**config.mk**
```make
export PLATFORM = sky130hd
export DESIGN_NAME = retrig_oneshot
export DESIGN_NICKNAME = d
export VERILOG_FILES = /design/src/rtl/oneshot_pkg.sv /design/src/rtl/sync_stage.sv /design/src/rtl/trig_decode.sv /design/src/rtl/pulse_timer.sv /design/src/rtl/retrig_oneshot.sv
export SDC_FILE = /design/constraint.sdc
export NUM_CORES = 1
export LEC_CHECK = 0
export ABC_AREA = 1
export BUFFER_PORTS_ARGS = -buffer_cell sky130_fd_sc_hd__buf_2
export CAP_MARGIN = 0
export CORE_ASPECT_RATIO = 1.1
export CORE_MARGIN = 2
export CORE_UTILIZATION = 38
export CTS_BUF_LIST = sky130_fd_sc_hd__clkbuf_4 sky130_fd_sc_hd__clkbuf_8
export DETAILED_ROUTE_END_ITERATION = 7
export PLACE_DENSITY = 0.62
export SYNTH_ARGS = -nofsm -noshare
export SYNTH_HDL_FRONTEND = slang
export SYNTH_SLANG_ARGS = --single-unit
```
**constraint.sdc**
```tcl
create_clock -name clk_i -period 2.05 [get_ports clk_i]
set_clock_uncertainty 0.1 [all_clocks]
set_input_delay 0.205 -clock clk_i [delete_from_list [all_inputs] [get_ports clk_i]]
set_output_delay 0.205 -clock clk_i [all_outputs]
set_load 0.01 [all_outputs]
```
**src/rtl/oneshot_pkg.sv**
```systemverilog
package oneshot_pkg;
  typedef struct packed {
    logic a_n;
    logic b;
    logic clr_n;
  } ctrl_t;

  // idle levels: no trigger can be inferred when leaving reset
  localparam ctrl_t CTRL_IDLE = '{a_n: 1'b1, b: 1'b0, clr_n: 1'b1};
endpackage

```
**src/rtl/sync_stage.sv**
```systemverilog
module sync_stage #(
  parameter int          N       = 3,
  parameter int          STAGES  = 2,
  parameter logic [N-1:0] RST_VAL = '0
) (
  input  logic         clk_i,
  input  logic         rst_ni,
  input  logic [N-1:0] d_i,
  output logic [N-1:0] q_o
);
  logic [STAGES-1:0][N-1:0] stg;

  always_ff @(posedge clk_i or negedge rst_ni) begin
    if (!rst_ni) begin
      stg <= {STAGES{RST_VAL}};
    end else begin
      stg[0] <= d_i;
      for (int i = 1; i < STAGES; i++) stg[i] <= stg[i-1];
    end
  end

  assign q_o = stg[STAGES-1];
endmodule

```
**src/rtl/trig_decode.sv**
```systemverilog
module trig_decode
  import oneshot_pkg::*;
(
  input  logic  clk_i,
  input  logic  rst_ni,
  input  ctrl_t cur_i,
  output logic  fire_o,
  output logic  clear_o
);
  ctrl_t prev;
  logic  a_fall, b_rise, c_rise;

  always_ff @(posedge clk_i or negedge rst_ni) begin
    if (!rst_ni) prev <= CTRL_IDLE;
    else         prev <= cur_i;
  end

  assign a_fall = prev.a_n & ~cur_i.a_n;
  assign b_rise = ~prev.b & cur_i.b;
  assign c_rise = ~prev.clr_n & cur_i.clr_n;

  // each edge is gated by the levels of the other two inputs
  assign fire_o = (a_fall & cur_i.b & cur_i.clr_n)
                | (b_rise & ~cur_i.a_n & cur_i.clr_n)
                | (c_rise & ~cur_i.a_n & cur_i.b);
  assign clear_o = ~cur_i.clr_n;
endmodule

```
**src/rtl/pulse_timer.sv**
```systemverilog
module pulse_timer #(
  parameter int CNT_W = 16
) (
  input  logic             clk_i,
  input  logic             rst_ni,
  input  logic             fire_i,
  input  logic             clear_i,
  input  logic [CNT_W-1:0] width_i,
  output logic [CNT_W-1:0] cnt_o,
  output logic             active_o
);
  localparam logic [CNT_W-1:0] ONE = CNT_W'(1);

  logic [CNT_W-1:0] load_val;

  assign load_val = (width_i == '0) ? ONE : width_i;

  always_ff @(posedge clk_i or negedge rst_ni) begin
    if (!rst_ni)              cnt_o <= '0;
    else if (clear_i)         cnt_o <= '0;
    else if (fire_i)          cnt_o <= load_val;
    else if (cnt_o != '0)     cnt_o <= cnt_o - ONE;
  end

  assign active_o = (cnt_o != '0);
endmodule

```
**src/rtl/retrig_oneshot.sv**
```systemverilog
module retrig_oneshot
  import oneshot_pkg::*;
#(
  parameter int CNT_W       = 16,
  parameter int SYNC_STAGES = 2
) (
  input  logic             clk_i,
  input  logic             rst_ni,
  input  logic             a_ni,
  input  logic             b_i,
  input  logic             clr_ni,
  input  logic [CNT_W-1:0] width_i,
  output logic             q_o,
  output logic             qn_o
);
  localparam int CTRL_W = $bits(ctrl_t);

  ctrl_t            raw, cur;
  logic             fire, clear, active;
  logic [CNT_W-1:0] cnt;

  assign raw = '{a_n: a_ni, b: b_i, clr_n: clr_ni};

  sync_stage #(
    .N      (CTRL_W),
    .STAGES (SYNC_STAGES),
    .RST_VAL(CTRL_IDLE)
  ) u_sync (
    .clk_i (clk_i),
    .rst_ni(rst_ni),
    .d_i   (raw),
    .q_o   (cur)
  );

  trig_decode u_dec (
    .clk_i  (clk_i),
    .rst_ni (rst_ni),
    .cur_i  (cur),
    .fire_o (fire),
    .clear_o(clear)
  );

  pulse_timer #(.CNT_W(CNT_W)) u_tmr (
    .clk_i   (clk_i),
    .rst_ni  (rst_ni),
    .fire_i  (fire),
    .clear_i (clear),
    .width_i (width_i),
    .cnt_o   (cnt),
    .active_o(active)
  );

  assign q_o  = active;
  assign qn_o = ~active;
endmodule

```
=== Word-level counts from Yosys, hierarchy flattened ===
Cells that the tools add are included.

* Bitwise operators: 15
* Add/subtract/negate cells: 1
* Multiplexer cells: 4
* Reduce and logical (&&, ||, !) cells: 2
* Equality and inequality tests: 1

{| class="wikitable"
|+ Operators by type and width
! operator !! count
|-
| 2-to-1 mux 16 bit || 4
|-
| logical NOT 16 bit || 1
|-
| nonzero test 16 bit || 1
|-
| subtractor 16 x 1 -> 16 bit (second input constant) || 1
|-
| AND 1 bit || 9
|-
| inverter 1 bit || 4
|-
| != test 3 bit (second input constant) || 1
|-
| OR 1 bit || 2
|}

* Bits of input ports: 21
* Flip-flop bits (word level): 25

=== Depth between registers and ports, before layout ===
Gate-level depths: netlist (run 1).

* Depth after elaboration: 8
* Mapped depth: 9
* Depth with buffers taken out: 9

=== By module ===
A second synthesis (run 1) with hierarchy kept.

* Cells, all modules: 212
* Area, all modules: 1491.4 um^2

{| class="wikitable"
|+ Modules (own cells, without submodules)
! module !! cells an instance !! area each (um^2) !! seq. area each (um^2) !! times used
|-
| pulse_timer || 193 || 1208.7 || 400.4 || 1
|-
| sync_stage || 9 || 177.7 || 155.1 || 1
|-
| trig_decode || 9 || 101.3 || 77.6 || 1
|-
| retrig_oneshot || 1 || 3.8 || 0.0 || 1
|}

=== Least setup slack after synthesis (run 1) ===
No wires, ideal clock.

* Kind: register to register
* Start point: register u_tmr.cnt_o[1]
* End point: register u_tmr.cnt_o[1]
* Library setup time: 123 ps
* Buffers on the path: 0
* Arrival time: 1260 ps
* Period minus slack after synthesis: 1483 ps
* Stages on the path, launching flop included: 8
* Slack: 567 ps
* Required time: 1827 ps
* Cells stage by stage: dfrtp_1 inv_1 ha_1 nand3_2 nor2_4 nand2_1 nand3b_1 nand3_2

* Elaborated cells between the ends (all ways): 6

{| class="wikitable"
|+ RTL lines
! what !! line !! RTL
|-
| start: declaration || pulse_timer.sv:9 || <nowiki>output logic [CNT_W-1:0] cnt_o,</nowiki>
|-
| start signal: assignment || pulse_timer.sv:21 || <nowiki>else if (fire_i) cnt_o <= load_val;</nowiki>
|-
| start signal: assignment || pulse_timer.sv:22 || <nowiki>else if (cnt_o != '0) cnt_o <= cnt_o - ONE;</nowiki>
|-
| nonzero test 16 bit || n/a ||
|-
| via q_o || retrig_oneshot.sv:13 || <nowiki>output logic q_o,</nowiki>
|-
| != test 3 bit (no source line) || n/a ||
|}

The timed path passes the listed nets, and every way through them passes these cells. The select of a mux whose other input is x is not followed.
A chain may end at the register's enable or synchronous reset.

=== Worst setup path after layout (run 1) ===
* Start point: register u_tmr.cnt_o[1]
* End point: output port qn_o

* Word-level cells in the longest chain between the ends: 2

{| class="wikitable"
|+ Ends and longest elaborated chain
! what !! line !! RTL
|-
| nonzero test 16 bit || pulse_timer.sv:25 || <nowiki>assign active_o = (cnt_o != '0);</nowiki>
|-
| inverter 1 bit || retrig_oneshot.sv:54 || <nowiki>assign qn_o = ~active;</nowiki>
|-
| end: declaration || retrig_oneshot.sv:14 || <nowiki>output logic qn_o</nowiki>
|}

Every way passes these cells.

==> impl_results.md, run 1 <==
- H-tree level count: 1
- X dimension of the die: 65.39 µm
- Max Clock Freq: approximately 530 MHz
- YS warnings: 0
- Clock-pin slew reported for the worst setup and hold paths after clock tree synthesis: 0.09 ns
- Antenna Cells: 0
- Maximum fanout count along the critical path: 5
- Share of synthesized area occupied by flip-flops and latches: 40.19%
- Number of DRC markers in iteration 0: 28
- Ratio of total power to cell area: 1272 nW/µm²
- TritonCTS clock tree: built
- Total clock buffers created by CTS: 3
- Number of sinks driven by the clock tree: 25
- Number of nets produced by synthesis: 228
- Dpl ws: 0.4201 ns
- Fin. max-slew vios: 0
- IO Pins: 23
- Result of the run: completed
- Slew of the pin with the lowest slew margin: 0.5571 ns
- Vertical die dimension: 71.53 µm
- Nets: 256
- Critical path endpoint category: primary output
- Critical Path RT: 1.75 ns
- Cell mode on critical path: nand2_4
- Global placement routability congestion: 0.7886
- Clock Path Buffers: 2
- Cell-by-cell listing of the critical path: inv_1 -> ha_2 -> nand2_4 -> nor2_4 -> nand2_4 -> nor2_8 -> buf_2
- Count of endpoints failing setup in the final report: 0
- Largest stage delay on the critical path: 0.39 ns
- CP startpoint kind: register
- Core Rows: 24
- Total number of vias: 1318
- Synth-to-Final Area Change: 15.33%
- PortBufs: 22
- Maximum number of pins on one net before global-route repair: 26
- Gate count of the mapped netlist: 206
- Syn avg cell area: about 7.6 µm²
- Area inside the core boundary: 3964 µm²
- Cell area after synthesis: 1575 µm²
- Later-pin clock latency in the skew report: 0.27 ns
- Post-layout total power: 0.002311 W
- Vias per cell: 4.625
- Setup slack of the critical path after layout: 0.1483 ns
- Share of cells above drive strength 1: 24.03%
- Type of the worst setup path: reg2out
- Total of max-cap violations: 0
- Routed wire length: 3324 µm
- Detail-routed net length per standard cell: 11.66 µm
- Arrival time of the worst setup path: 1.60 ns
- Largest voltage drop on the vdd net: 0.6721 mV
- Remaining global-route overflow: 0
- Number of detailed-routing iterations run before antenna repair: 4
- Buffer type at the clock tree root: clkbuf_8
- Remaining max-slew budget at the tightest pin: 62.86%
- CP delay by family, top: simple AND/OR/NAND/NOR gates
- Global-route wire length before repair: 5664 µm
- Starting utilization of the core area: 39.74%
- Final HPWL DP: 2586 µm
- Tmin final: 1.902 ns
- Detailed-route DRC error count: 0
- Vias in the first global route: around 1300
- Global Route Usage Sum: 15.94%
- HP Class: in2reg
- Number of antenna violations at the first check in global routing: 0
- Bufs and invs on worst path: 2
- Full die area: around 4700 µm²
- Post-detailed-route count of antenna-violating nets: 0
- Distinct cells, synth: 26
- Fin. Hold Viols: 0
- Final worst-path cycle share: between 90% and 100%
- Post-Route Setup TNS: 0 ns
- Leakage Power: just over 0.9 nW
- Setup repair after global routing missed its margin: false
- Number of synthesized register bits: 25
- Slowest library cell on the worst path: dfrtp_1
-- state kept, by name, indices dropped and copies added (netlist names) --
signal,flops
u_sync.q_o,3
u_dec.prev,3
u_tmr.cnt_o,16
u_sync.stg,3
-- per-layer routing --
metal,vias to the layer above,global-route usage [%],share of wire (%)
met2,19,26.87,50
met4,0,6.250,1.6
met5,-,0,0
li1,696,-,-
met1,598,20.89,45
met3,5,1.884,3.0
-- final cells by class --
cell class                      instances  area [µm²]
Fill cell                             419        2147
Multi-Input combinational cell        153       822.0
Sequential cell                        25       633.1
Timing Repair Buffer                   27       157.7
Inverter                               24       90.09
Tap cell                               52       65.06
Clock buffer                            3       41.29
Clock inverter                          1       7.507
-- placed cells by master, fill, tap and decap left out, drive strengths merged, types with 4 or more instances in the layout --
cell type | synthesis | final
o21ai | 6 | 6
dfstp | 6 | 6
or2 | 5 | 5
nor2 | 56 | 56
nand3 | 29 | 29
dlygate4sd3 | 0 | 4
a21oi | 5 | 5
nand2 | 45 | 45
buf | 4 | 23
inv | 24 | 24
dfrtp | 19 | 19
-- report_power, final --
group          switching [W]  total (W)  internal (W)  leakage (nW)
Sequential          0.000144   0.000768      0.000624         0.310
Combinational       0.000795    0.00125      0.000451         0.587
Clock               0.000159   0.000297      0.000138        0.0217
-- worst min-delay path, cell delays in order --
cell and delay, ns:
buf_2 0.09, nand2_1 0.04, o21ai_0 0.06
-- through the flow --
stage	hold WS, ns	std cells	cell area [µm²]	utilization [%]
2_1_floorplan	-0.1906	206	1575	-
3_3_place_gp	0.1281	277	1725	43.53
3_5_place_dp	0.1293	277	1725	43.53
4_1_cts	0.07154	285	1814	45.77
5_1_grt	0.08849	285	1817	45.83
6_report	0.06955	285	1817	45.83
-- timing repair --
action	4_1_cts	5_1_grt
hold buffers	4	0
hold endpoints to repair	22	0
resized for setup	0	1
buffers inserted	0	0
setup endpoints to repair	0	1
-- synth_stat cells --
master	n	area [µm²]
nor2_1	46	172.7
nand2_1	40	150.1
nand3_1	24	120.1
inv_1	23	86.33
dfrtp_1	19	475.5
nor2_4	7	78.83
dfstp_2	6	157.7
or2_1	5	31.28
a21oi_1	4	20.02
nand2_4	4	45.04
nand3_2	4	40.04
o21ai_0	4	20.02
buf_2	2	10.01
buf_6	2	22.52
nand3b_1	2	15.01
nor2_2	2	12.51
o21ai_1	2	10.01
xor2_1	2	17.52
a21boi_0	1	7.510
a21oi_4	1	16.27
ha_1	1	12.51
inv_2	1	3.750
nand2_2	1	6.260
nand3_4	1	17.52
nor2_8	1	20.02
o22ai_1	1	6.260
-- final timing paths --
| path | cells after the start | startpoint | slack, ns | end |
|---|---|---|---|---|
| max | 7 | u_tmr.cnt_o[1]$_DFFE_PN0P_ | 0.15 | qn_o |
| min | 3 | width_i[2] | 0.07 | u_tmr.cnt_o[2]$_DFFE_PN0P_ |
| min in group asynchronous | 2 | rst_ni | 0.35 | u_sync.stg[1]$_DFF_PN0_ |
| min reg2reg | 0 | u_sync.stg[0]$_DFF_PN1_ | 0.26 | u_sync.q_o[0]$_DFF_PN1_ |
| max reg2reg | 5 | u_sync.q_o[0]$_DFF_PN1_ | 0.43 | u_tmr.cnt_o[5]$_DFFE_PN0P_ |
| max in group asynchronous | 2 | rst_ni | 1.13 | u_sync.q_o[0]$_DFF_PN1_ |
-- logic make-up (layout without fill, tap and decap cells) --
logic type | after synthesis | count (layout) | synth area share, %
buf+inv | 28 | 55 | 7.783
fa+ha+maj | 1 | 1 | 0.7942
xor+xnor | 2 | 2 | 1.112
simple gates | 137 | 137 | 45.04
compound gates | 13 | 13 | 5.084
flops | 25 | 25 | 40.19
(Power assumes the default switching activity.)
==> run 2, diff against run 1 <==
REMOVE_ABC_BUFFERS = 1   (was not set)
==> run 2 against run 1 <==
Net effect: sequential power up 0.5%; power fell by 0.61%; combinational power about the same; highest routed layer unchanged; register-to-register slack better by 0.02 ns; fmax shrank 1.3%.
==> impl_results.md, run 2 (synthesized netlist as in run 1, its figures left out) <==
- Detail-routed net length per standard cell: 11.77 µm (+0.91%)
- Final HPWL DP: 2623 µm (+1.4%)
- Register ranked first by flip-flop count: u_tmr.cnt_o
- Remaining global-route overflow: 0 (unchanged)
- Area inside the core boundary: 3964 µm² (unchanged)
- TritonCTS clock tree: built
- Post-cts repair resize count: 0 (unchanged)
- Tmin final: 1.926 ns (+0.02470 ns)
- Antenna Cells: 0 (unchanged)
- Register-to-Register Path Depth: 7 (+2)
- Most common cell after layout, fill and taps aside: nor2_1
- FILL cells: 423 (+0.95%)
- Switching Fraction: 47.40% (-0.13 points)
- Remaining max-slew budget at the tightest pin: 62.88% (about the same)
- Type of the worst setup path: reg2out
- Full die area: 4677 µm² (unchanged)
- Final worst-path cycle share: 93.97% (+1.2 points)
- Global-route wire length before repair: 5975 µm (+5.5%)
- Setup repair after global routing missed its margin: false
- Clock Path Buffers: 2 (unchanged)
- Detailed-route DRC error count: 0 (unchanged)
- Post-Route Setup TNS: 0 ns (unchanged)
- Wire length on met2: 1608 µm (-3.1%)
- Fin. max-slew vios: 0 (unchanged)
- Nets: 257 (+0.39%)
- Share of total power in the clock network: 12.8% (about the same)
- CP startpoint kind: register
- Count of endpoints failing setup in the final report: 0 (unchanged)
- Hold Crit Start: width_i[2]
- Later-pin clock latency in the skew report: 0.27 ns (about the same)
- HP Class: in2reg
- IO Pins: 23 (unchanged)
- Starting utilization of the core area: 39.74% (unchanged)
- Number of sinks driven by the clock tree: 25 (unchanged)
- Setup slack of the critical path after layout: 0.1236 ns (-0.02470 ns)
- Maximum fanout count along the critical path: 5 (unchanged)
- Core Rows: 24 (unchanged)
- Largest voltage drop on the vdd net: 0.4546 mV (-32%)
- Vias per cell: 4.636 (+0.26%)
- Synth-to-Final Area Change: 15.49%
- H-tree level count: 1 (unchanged)
- Leakage Power: 0.9281 nW (+1.1%)
- Flip-flop count of the largest register after layout: 16 (unchanged)
- Number of antenna violations at the first check in global routing: 0 (unchanged)
- Hold Crit Endpoint: u_tmr.cnt_o[2]$_DFFE_PN0P_
- Combinational group share of total power: 53.6% (-0.3 points)
- Worst Hold Depth: 3 (unchanged)
- Length of routed wiring on met1: 1582 µm (+4.6%)
- Total number of vias: 1326 (+0.61%)
- Clock-pin slew reported for the worst setup and hold paths after clock tree synthesis: 0.09 ns (about the same)
- Cell-internal power: 0.001208 W (-0.36%)
- DR WL met3: 123 µm (+24%)
- Arrival time of the worst setup path: 1.62 ns (+0.02 ns)
- Total clock buffers created by CTS: 3 (unchanged)
- Number of setup buffers added after CTS: 0 (unchanged)
- Switching power total: 0.001089 W (-0.88%)
- Total of max-cap violations: 0 (unchanged)
- Global placement routability congestion: 0.8265 (+4.8%)
- Number of DRC markers in iteration 0: 34 (+21%)
- Fin Hold WS: 0.06118 ns (-0.008373 ns)
- X dimension of the die: 65.39 µm (unchanged)
- Top layer reached by signal wires: met4
- Fin. Hold Viols: 0 (unchanged)
- Critical path endpoint category: primary output
- Reg2reg setup slack: 0.45 ns (+0.02 ns)
- Startpoint of the worst register-to-register path: u_tmr.cnt_o[0]$_DFFE_PN0P_
- Routed wire length: 3366 µm (+1.3%)
- Result of the run: completed
- Slew of the pin with the lowest slew margin: 0.5567 ns (-0.0003815 ns)
- Share of cells above drive strength 1: 23.93% (-0.10 points)
- PortBufs: 22 (unchanged)
- Most frequent cells in the layout: nor2_1 (46), nand2_1 (40), nand3_1 (24)
- Max Clock Freq: 519.1 MHz (-1.3%)
- Ratio of total power to cell area: 1263 nW/µm² (-0.74%)
- Dpl ws: 0.4289 ns (+0.008808 ns)
- Vias in the first global route: 1333 (+6.6%)
- Post-detailed-route count of antenna-violating nets: 0 (unchanged)
- End of the worst register-to-register path: u_tmr.cnt_o[4]$_DFFE_PN0P_
- Vertical die dimension: 71.53 µm (unchanged)
- Global Route Usage Sum: 16.72% (+0.78 points)
- Maximum number of pins on one net before global-route repair: 26 (unchanged)
- Number of detailed-routing iterations run before antenna repair: 4 (unchanged)
- Buffer type at the clock tree root: clkbuf_8
- Critical Path RT: 1.75 ns (about the same)
- Reg power frac: 33.6% (+0.4 points)
## run 2: changes by cell type in the layout (fill, tap and decap cells not counted)
cell        change
buf_4           +1
clkinv_2        +1
clkinvlp_4      -1
ha_1            +1
ha_2            -1
## run 2: power groups by stage
stage | clock, W | combinational (W) | sequential (W)
global route | 0.000321 | 0.00142 | 0.000793
global placement | 0 | 0.00124 | 0.000782
floorplan | 0 | 0.00102 | 0.000744
detailed placement | 0 | 0.00123 | 0.000783
finish | 0.000293 | 0.00123 | 0.000772
CTS | 0.000306 | 0.00124 | 0.000774
## run 2: layout make-up
cell class | instances | area (µm²) | area share (%)
clock buffers | 3 | 41.29 | 2.270
clock inverters | 1 | 5.005 | 0.2751
inverters | 24 | 90.09 | 4.952
multi-input cells | 153 | 819.5 | 45.05
flip-flops and latches | 25 | 633.1 | 34.80
well taps | 52 | 65.06 | 3.576
repair buffers | 28 | 165.2 | 9.078
## run 2: worst max-delay path: stages, from the launching register on
cell and delay (ns):
dfrtp_1 0.41, inv_1 0.08, ha_1 0.27, nand2_4 0.10, nor2_4 0.16, nand2_4 0.09, nor2_8 0.10, buf_2 0.14
## run 2: how the worst max path moves through the flow
stage                          startpoint                          end  slack, ns  cells past startpoint
3_3_place_gp   u_tmr.cnt_o[1]$_DFFE_PN0P_                         qn_o       0.46                      7
6_report       u_tmr.cnt_o[0]$_DFFE_PN0P_                         qn_o       0.12                      7
4_1_cts        u_tmr.cnt_o[0]$_DFFE_PN0P_                         qn_o       0.12                      7
5_1_grt        u_tmr.cnt_o[0]$_DFFE_PN0P_                         qn_o       0.04                      7
2_1_floorplan     u_sync.q_o[0]$_DFF_PN1_  u_tmr.cnt_o[11]$_DFFE_PN0P_       0.48                      5
3_5_place_dp   u_tmr.cnt_o[0]$_DFFE_PN0P_                         qn_o       0.43                      7
## run 2: metrics by stage
stage	cell area [µm²]	power, W	instances	utilization (%)
3_3_place_gp	1733	0.002018	278	43.72
2_1_floorplan	1543	0.001762	202	-
6_report	1819	0.002297	286	45.90
4_1_cts	1819	0.002323	286	45.90
3_5_place_dp	1733	0.002018	278	43.72
5_1_grt	1819	0.002532	286	45.90
## run 2: timing repair
action	CTS	global route
hold endpoints to repair	22	0
setup endpoints to repair	0	0
hold buffers	4	0
## run 2: metal layers
layer	vias to the layer above	GRT usage (%)
met2	25	29.02
met1	596	21.07
li1	700	-
met4	0	6.250
met5	-	0
met3	5	2.355
==> run 3, diff against run 2 <==
SYNTH_HIERARCHICAL = 1   (was not set)
==> run 3 against run 2 <==
Net effect: utilization up 1.7 points; fmax increased by 1.5%; critical path depth did not move; setup slack better by 0.029 ns; flip-flop and latch count unchanged.
==> impl_results.md, run 3 <==
- Proportion of synthesized flip-flops having asynchronous set or reset: 100.0% (unchanged)
- Largest voltage drop on the vdd net: 0.5132 mV (+13%)
- Vertical die dimension: 69.71 µm (-2.5%)
- Reg2reg setup slack: 0.22 ns (-0.23 ns)
- Distinct cells, synth: 24 (-7.7%)
- Number of antenna violations at the first check in global routing: 0 (unchanged)
- Setup slack of the critical path after layout: 0.1524 ns (+0.02878 ns)
- Antenna Cells: 0 (unchanged)
- Total clock buffers created by CTS: 3 (unchanged)
- Routed wire length: 3341 µm (-0.74%)
- Global-route wire length before repair: 5940 µm (-0.59%)
- Post-Route Setup TNS: 0 ns (unchanged)
- Global placement routability congestion: 0.8280 (+0.18%)
- Share of cells above drive strength 1: 21.99% (-1.9 points)
- Maximum fanout count along the critical path: 6 (+1)
- Number of DRC markers in iteration 0: 72 (+110%)
- Vias per cell: 4.687 (+1.1%)
- Fin. max-slew vios: 0 (unchanged)
- Core Rows: 23 (-4.2%)
- Largest stage delay on the critical path: 0.43 ns (+0.02 ns)
- Synth-to-Final Area Change: 18.54%
- Setup repair after global routing missed its margin: false
- Max Clock Freq: 527.0 MHz (+1.5%)
- Post-detailed-route count of antenna-violating nets: 0 (unchanged)
- Total number of vias: 1364 (+2.9%)
- Final HPWL DP: 2471 µm (-5.8%)
- Count of endpoints failing setup in the final report: 0 (unchanged)
- Leakage Power: 0.9057 nW (-2.4%)
- Leading cell type by number of instances after synthesis: nor2_1
- Remaining global-route overflow: 0 (unchanged)
- Tmin final: 1.898 ns (-0.02878 ns)
- Clock-pin slew reported for the worst setup and hold paths after clock tree synthesis: 0.09 ns (about the same)
- Share of synthesized area occupied by flip-flops and latches: 42.45% (+2.3 points)
- Full die area: 4442 µm² (-5.0%)
- FILL cells: 376 (-11%)
- Result of the run: completed
- PortBufs: 22 (unchanged)
- Most common cell after layout, fill and taps aside: nor2_1
- Number of flops mapped to enable cells by yosys: 0 (unchanged)
- Area inside the core boundary: 3712 µm² (-6.3%)
- Most frequent cells after synthesis: nor2_1 (59), nand2_1 (43), inv_1 (23)
- Cell-by-cell listing of the critical path: inv_1 -> ha_4 -> nand3_2 -> nor2_4 -> nand2_1 -> inv_1 -> buf_2
- Flip-flop count of the largest register after layout: 16 (unchanged)
- Type of the worst setup path: reg2out
- CP startpoint kind: register
- Remaining max-slew budget at the tightest pin: 60.21% (-2.7 points)
- Syn avg cell area: 7.035 µm² (-8.0%)
- Buffer type at the clock tree root: clkbuf_8
- X dimension of the die: 63.73 µm (-2.5%)
- YS warnings: 6 (+6)
- Top_reg_cell synth: dfrtp_1
- IO Pins: 23 (unchanged)
- Fin. Hold Viols: 0 (unchanged)
- Detail-routed net length per standard cell: 11.48 µm (-2.4%)
- Most frequent cells in the layout: nor2_1 (59), nand2_1 (43), inv_1 (23)
- Top cell type's share of synthesized area: 31.88% (+1.7 points)
- Critical Path RT: 1.75 ns (about the same)
- Slowest library cell on the worst path: dfrtp_1
- Later-pin clock latency in the skew report: 0.28 ns (about the same)
- H-tree level count: 1 (unchanged)
- Number of sinks driven by the clock tree: 25 (unchanged)
- Starting utilization of the core area: 40.18% (+0.43 points)
- Number of detailed-routing iterations run before antenna repair: 4 (unchanged)
- Final worst-path cycle share: 92.57% (-1.4 points)
- Register ranked first by flip-flop count: u_tmr/cnt_o
- Bufs and invs on worst path: 3 (+1)
- Maximum number of pins on one net before global-route repair: 26 (unchanged)
- Total of max-cap violations: 0 (unchanged)
- Number of synthesized register bits: 25 (unchanged)
- Cell mode on critical path: inv_1
- Slew of the pin with the lowest slew margin: 0.5968 ns (+0.04011 ns)
- TritonCTS clock tree: built
- Fraction of the core area covered by cells at the end of the flow: 47.62% (+1.7 points)
- Global Route Usage Sum: 16.83% (+0.11 points)
- Detailed-route DRC error count: 0 (unchanged)
- Ratio of total power to cell area: 1133 nW/µm² (-10%)
- Cell area after synthesis: 1491 µm² (-5.3%)
- Critical path endpoint category: primary output
- Gate count of the mapped netlist: 212 (+2.9%)
- Largest area contributor in the netlist: dfrtp_1
- HP Class: in2reg
- Clock Path Buffers: 2 (unchanged)
- Dpl ws: 0.2585 ns (-0.1704 ns)
- Nets: 264 (+2.7%)
- CP delay by family, top: flip-flops
- Top post-synthesis cells by area: dfrtp_1 (32%), nor2_1 (15%), nand2_1 (11%), dfstp_2 (11%), nand3_1 (6.0%)
- Vias in the first global route: 1321 (-0.90%)
- Arrival time of the worst setup path: 1.59 ns (-0.03 ns)
[run 3: cell count changes after synthesis, moves of 3 or more]
| cell | before | now |
|---|---|---|
| nand2_1 | 40 | 43 |
| nor2_4 | 7 | 2 |
| or2_1 | 5 | 0 |
| or2_2 | 0 | 7 |
| nand3_1 | 24 | 18 |
| nor2_1 | 46 | 59 |
| buf_4 | 0 | 3 |
| nand2_4 | 4 | 1 |
| o21ai_0 | 4 | 9 |
[run 3: timing repair]
action / CTS / global route
resized for setup: 0 / 2
endpoints found under the setup margin: 0 / 2
setup buffers: 0 / 2
hold buffers: 4 / 0
hold endpoints to repair: 22 / 0
[run 3: area by class of cell]
class | instances | area, µm² | area share (%)
clock buffer | 3 | 41.29 | 2.335
clock inverter | 1 | 7.507 | 0.4246
inverter | 24 | 90.09 | 5.096
multi-input combinational | 157 | 745.7 | 42.18
sequential | 25 | 633.1 | 35.81
tap | 50 | 62.56 | 3.539
timing repair buffer | 31 | 187.7 | 10.62
[run 3: where the power goes]
| group | internal, W | switching (W) | total [W] | leakage, nW |
|---|---|---|---|---|
| Sequential | 0.000607 | 0.000103 | 0.000711 | 0.310 |
| Combinational | 0.000366 | 0.000615 | 0.000981 | 0.574 |
| Clock | 0.000138 | 0.000174 | 0.000312 | 0.0217 |
| Total | 0.00111 | 0.000892 | 0.00200 | 0.906 |
[run 3: tightest hold or removal path, stage by stage]
cell and delay, ns:
buf_2 0.09, o21ai_0 0.07, nor2_1 0.07
[run 3: worst paths after layout]
kind                                                  from                         end  cells after the start
worst min register to register     u_sync/stg[2]$_DFF_PN1_     u_sync/q_o[2]$_DFF_PN1_                      0
worst max-delay path            u_tmr/cnt_o[0]$_DFFE_PN0P_                        qn_o                      7
max in group asynchronous                           rst_ni  u_tmr/cnt_o[7]$_DFFE_PN0P_                      2
min in group asynchronous                           rst_ni  u_tmr/cnt_o[1]$_DFFE_PN0P_                      2
worst max register to register     u_sync/q_o[0]$_DFF_PN1_  u_tmr/cnt_o[2]$_DFFE_PN0P_                      7
worst min-delay path                            width_i[4]  u_tmr/cnt_o[4]$_DFFE_PN0P_                      3
[run 3: routing by layer]
metal  vias up  track usage (%)  share of wire [%]
li1        721                -                  -
met1       615            22.13                 46
met2        22            28.54                 49
met3         6            2.597                3.7
met4         0            4.589                1.5
met5         -                0                  0
[run 3: stage by stage]
stage,power [W],instance area [µm²],hold slack [ns],cells
global route,0.002219,1768,0.1296,291
floorplan,0.001447,1456,-0.1906,206
global placement,0.001665,1652,0.1367,281
detailed placement,0.001662,1652,0.1505,281
finish,0.002004,1768,0.1049,291
CTS,0.001988,1740,0.09140,289
[run 3: logic make-up (layout without fill, tap and decap cells)]
| kind of cell | count (synthesis) | count (layout) | synth area share (%) |
|---|---|---|---|
| compound gates | 17 | 17 | 6.039 |
| flops | 25 | 25 | 42.45 |
| simple gates | 137 | 137 | 41.11 |
| fa+ha+maj | 1 | 1 | 0.8388 |
| xor+xnor | 2 | 2 | 1.175 |
| buf+inv | 30 | 59 | 8.389 |
